--- src/rtl/sram_lane_ctrl.sv ---
module sram_lane_ctrl #(
  parameter int AW     = 16,
  parameter int LANE_W = 8,
  parameter int CLK_PS = 8000,
  parameter int ACC_PS = 10000,
  parameter int WPW_PS = 9000
) (
  input  logic                clk,
  input  logic                rst_n,
  input  logic                host_valid,
  input  logic                host_write,
  input  logic [AW-1:0]       host_addr,
  input  logic [2*LANE_W-1:0] host_wdata,
  input  logic [1:0]          host_be,
  output logic                host_ready,
  output logic [2*LANE_W-1:0] host_rdata,
  output logic [AW-1:0]       mem_addr,
  output logic                mem_cs_n,
  output logic                mem_we_n,
  output logic                mem_oe_n,
  output logic                mem_lb_n,
  output logic                mem_ub_n,
  output logic [2*LANE_W-1:0] mem_dq_out,
  output logic                mem_dq_oe,
  input  logic [2*LANE_W-1:0] mem_dq_in
);
  localparam int DW     = 2 * LANE_W;
  localparam int RD_CYC = (ACC_PS + CLK_PS - 1) / CLK_PS + 1;
  localparam int WR_CYC = (WPW_PS + CLK_PS - 1) / CLK_PS;
  localparam int MAXC   = (RD_CYC > WR_CYC) ? RD_CYC : WR_CYC;
  localparam int CW     = $clog2(MAXC) + 1;

  typedef enum logic [2:0] {IDLE, TURN, RD_WAIT, WR_SETUP, WR_PULSE, WR_HOLD} st_t;

  st_t           st;
  logic [CW-1:0] cnt;
  logic [AW-1:0] addr_q;
  logic [DW-1:0] data_q, rdata_q;
  logic [1:0]    be_q;
  logic          wr_q, last_wr, last_vld;
  logic          active, drive, rd_last;

  assign active  = (st == RD_WAIT) || drive;
  assign drive   = (st == WR_SETUP) || (st == WR_PULSE) || (st == WR_HOLD);
  assign rd_last = (st == RD_WAIT) && (cnt == CW'(RD_CYC - 1));

  assign mem_addr   = addr_q;
  assign mem_dq_out = data_q;
  assign mem_dq_oe  = drive;
  assign mem_cs_n   = !active;
  assign mem_lb_n   = !(active && be_q[0]);
  assign mem_ub_n   = !(active && be_q[1]);
  assign mem_oe_n   = (st != RD_WAIT);
  assign mem_we_n   = !((st == WR_PULSE) && (|be_q));
  assign host_ready = rd_last || (st == WR_HOLD);
  assign host_rdata = rdata_q;

  always_ff @(posedge clk or negedge rst_n) begin
    if (!rst_n) begin
      st       <= IDLE;
      cnt      <= '0;
      addr_q   <= '0;
      data_q   <= '0;
      rdata_q  <= '0;
      be_q     <= '0;
      wr_q     <= 1'b0;
      last_wr  <= 1'b0;
      last_vld <= 1'b0;
    end else begin
      case (st)
        IDLE: if (host_valid) begin
          addr_q   <= host_addr;
          data_q   <= host_wdata;
          be_q     <= host_be;
          wr_q     <= host_write;
          last_wr  <= host_write;
          last_vld <= 1'b1;
          cnt      <= '0;
          if (last_vld && (last_wr != host_write)) st <= TURN;
          else st <= host_write ? WR_SETUP : RD_WAIT;
        end
        TURN: st <= wr_q ? WR_SETUP : RD_WAIT;
        RD_WAIT: begin
          cnt <= cnt + 1'b1;
          if (cnt == CW'(RD_CYC - 2))
            rdata_q <= mem_dq_in & {{LANE_W{be_q[1]}}, {LANE_W{be_q[0]}}};
          if (rd_last) st <= IDLE;
        end
        WR_SETUP: begin
          cnt <= '0;
          st  <= WR_PULSE;
        end
        WR_PULSE: begin
          cnt <= cnt + 1'b1;
          if (cnt == CW'(WR_CYC - 1)) st <= WR_HOLD;
        end
        WR_HOLD: st <= IDLE;
        default: st <= IDLE;
      endcase
    end
  end
endmodule

--- config.mk ---
export PLATFORM = sky130hd
export DESIGN_NAME = sram_lane_ctrl
export DESIGN_NICKNAME = d
export VERILOG_FILES = /design/src/rtl/sram_lane_ctrl.sv
export SDC_FILE = /design/constraint.sdc
export NUM_CORES = 1
export LEC_CHECK = 0
export ABC_AREA = 1
export BUFFER_PORTS_ARGS = -buffer_cell sky130_fd_sc_hd__buf_2
export CAP_MARGIN = 5
export CELL_PAD_IN_SITES_DETAIL_PLACEMENT = 0
export CELL_PAD_IN_SITES_GLOBAL_PLACEMENT = 1
export CORE_MARGIN = 5
export CORE_UTILIZATION = 30
export CTS_CLUSTER_SIZE = 20
export DETAILED_ROUTE_END_ITERATION = 8
export GPL_TIMING_DRIVEN = 1
export PLACE_DENSITY = 0.71
export RECOVER_POWER = 50
export SLEW_MARGIN = 5
export SYNTH_ARGS = -nofsm -noshare
export SYNTH_HDL_FRONTEND = slang
export SYNTH_SLANG_ARGS = --single-unit
--- constraint.sdc ---
create_clock -name clk -period 1.48 [get_ports clk]
set_clock_uncertainty 0.05 [all_clocks]
set_input_delay 0.296 -clock clk [delete_from_list [all_inputs] [get_ports clk]]
set_output_delay 0.296 -clock clk [all_outputs]
set_load 0.02 [all_outputs]
==> metrics.yaml <==
run_status:
  status: "complete, but fails checks"
  violations: "negative setup slack"
power:
  power.density_nw_per_um2: 2339
  p_leak_nw: 2.116
  peakVddDrop_mv: 1.049
critical_path:
  critPathMaxFanout: 5
  start_kind: "flip-flop"
  slowest_stage: "dfrtp_1"
  worstPathRequired_ns: 1.13
  crit_family: "flip-flops"
  crit_path_end_kind: "output pin"
  cp_cell_sequence: "inv_2, nand2_2, o21ai_4, inv_2, nand3_4, nand2_2, buf_6"
  crit_buf_inv: 3
  worstSetupPathType: "flip-flop to output pin"
  slowest_delay_ns: 0.44
  cp.arrival_ns: 1.41
timing:
  slew_violations: 0
  setup_viol_count_final: 7
  fin_ws_ns: -0.2793
  tns_ns: -1.745
  period_needed_ns: 1.759
  rsz0062_at_grt: "true"
  worst_pin_slew_ns: 0.4898
  relSlewSlack_pct: 67.34
  period_share_pct: 118.9
  final_hold_viol_count: 0
  fmax_mhz: 568.4
placement:
  place_worst_setup_slack_ns: -0.09883
  post_dp_cell_area_um2: 3304
  detailed_place_hpwl_um: 5028
  dpl.cell_count: 512
  io_buffer_count: 108
  place_congestion: 0.8398
global_routing:
  grt_pass1_vias: 2282
  grt_pass1_wl_um: 11230
  grt_util_all_layers_pct: 13.86
  grt_max_degree: 53
  grt-ovfl-total: 0
  antenna_found_initial: 0
job:
  drv_cap: 0
final_layout:
  antennaDiodeCount: 0
  filler_cell_count: 829
  area_growth_pct: 50.77
  layout-drive-gt1-share_pct: 42.07
  nets: 487
  instances_no_fill: 540
  final_cell_area_um2: 3797
floorplan:
  io_pins: 109
  start_util_pct: 30.65
  rows: 33
  die_w_um: 101.6
  die_area_um2: 10330
  dieHeight_um: 101.6
  design.core.area_um2: 8217
routing:
  drtIter0Drc: 61
  via_per_inst: 4.513
  ant_nets: 0
  num_vias: 2437
  routedWlPerCell_um: 13.37
  drt-total-wl_um: 7220
  drtPass1Iterations: 4
  remaining_drc_errors: 0
clock_tree:
  cts_sinks: 58
  path_clk_slew_ns: 0.07
  clockBufferDepth: 2
  h-tree-depth: 3
  cts-buffers-inserted: 9
  root_buffer: "clkbuf_8"
  clk_latency_ns: 0.33
  cts_tree: "done"
logic_synthesis:
  avgSynthCellArea_um2: 8.567
  syn_inst: 294
  synth_seq_area_share_pct: 57.63
  synth.distinct_cells: 19
  synth_warnings: 0
  yosys_register_bits: 58
  syn_area_um2: 2519
  synth_fp_nets: 351
min_path:
  min-delay-path-class: "input port to flip-flop"
-- worst min-delay path, cell delays in order --
cell and delay, ns:
buf_2 0.07, nand3_1 0.07, nand2_1 0.06
-- report_power, final --
part	internal [W]	total [W]	leakage (nW)	switching, W
Combinational	0.00181	0.00456	1.27	0.00276
Clock	0.000999	0.00163	0.111	0.000635
Sequential	0.00226	0.00268	0.732	0.000428
-- flip-flops by register name, summed over array words and instances, names as in the netlist --
register and cells:
cnt 3, st 3, mem_addr 16, last_wr 1, be_q 2, mem_dq_out 16
host_rdata 16, last_vld 1
-- layout by cell type (no fill, tap or decap), types with 3 or more instances in the layout --
cell / n
o21ai_1: 12
o21ai_0: 6
nor2_1: 4
buf_4: 24
buf_2: 101
inv_1: 11
nand3_1: 51
buf_6: 11
inv_2: 5
clkbuf_1: 3
o21ai_2: 3
clkbuf_8: 10
dfrtp_1: 56
nand2_2: 4
nand2_1: 102
nand3_2: 4
-- layout make-up --
cell class | instances | area (µm²) | area share [%]
Sequential cell | 58 | 1454 | 38.29
Tap cell | 105 | 131.4 | 3.460
Multi-Input combinational cell | 204 | 1055 | 27.78
Inverter | 16 | 60.06 | 1.582
Timing Repair Buffer | 141 | 878.3 | 23.13
Clock inverter | 4 | 73.82 | 1.944
Clock buffer | 12 | 145.1 | 3.822
-- worst paths after layout --
kind                                from              to  slack, ns  cells past startpoint
max                                st[2]        mem_lb_n      -0.28                      7
min                         host_addr[1]     mem_addr[1]       0.14                      3
max reg2reg                        st[2]  host_rdata[11]       0.05                      7
min reg2reg                mem_dq_out[9]   mem_dq_out[9]       0.42                      2
max in group asynchronous          rst_n           st[1]       0.20                      3
min in group asynchronous          rst_n   mem_dq_out[7]       0.37                      2
-- cell families (layout without fill, tap and decap cells) --
kind of cell	Yosys count	count (layout)	share of synthesized area [%]
compound gates	25	25	5.067
xor+xnor	1	1	0.3478
fa+ha+maj	3	3	1.490
buf+inv	33	173	5.613
flops	58	58	57.63
simple gates	174	175	29.86
-- repair_timing --
action / 4_1_cts / 5_1_grt
endpoints found under the hold margin: 6 / 0
gates cloned: 0 / 1
buffers inserted: 8 / 4
pin swaps: 4 / 5
endpoints found under the setup margin: 42 / 59
resized for setup: 24 / 39
hold buffers: 1 / 0
-- synthesized netlist by cell type --
cell type,count,area [µm²]
inv_1,14,52.55
nand3_2,1,10.01
nand2_1,107,401.6
nor2_2,1,6.260
o21ai_0,22,110.1
xnor2_1,1,8.760
clkbuf_2,1,5.000
dfrtp_1,58,1451
buf_4,2,15.01
buf_2,7,35.03
nor3_4,1,16.27
inv_2,2,7.510
clkbuf_1,7,26.28
nor2_1,7,26.28
nand2_4,1,11.26
ha_1,3,37.54
a21oi_1,2,10.01
o211ai_1,1,7.510
nand3_1,56,280.3
-- per-layer routing --
| layer | share of wire, % | GRT usage (%) |
|---|---|---|
| met3 | 9.6 | 3.994 |
| met2 | 42 | 18.96 |
| met4 | 1.3 | 5.828 |
| met5 | 0 | 0 |
| met1 | 47 | 20.30 |
-- metrics by stage --
step	power, W	util, %	hold slack, ns
after CTS	0.008603	44.72	0.1210
after detailed placement	0.006528	40.22	0.1055
final	0.008882	46.22	0.1410
after global routing	0.009505	46.22	0.1343
after floorplan	0.005039	-	-0.04959
after global placement	0.006491	40.22	0.1040
(Power assumes the default switching activity.)
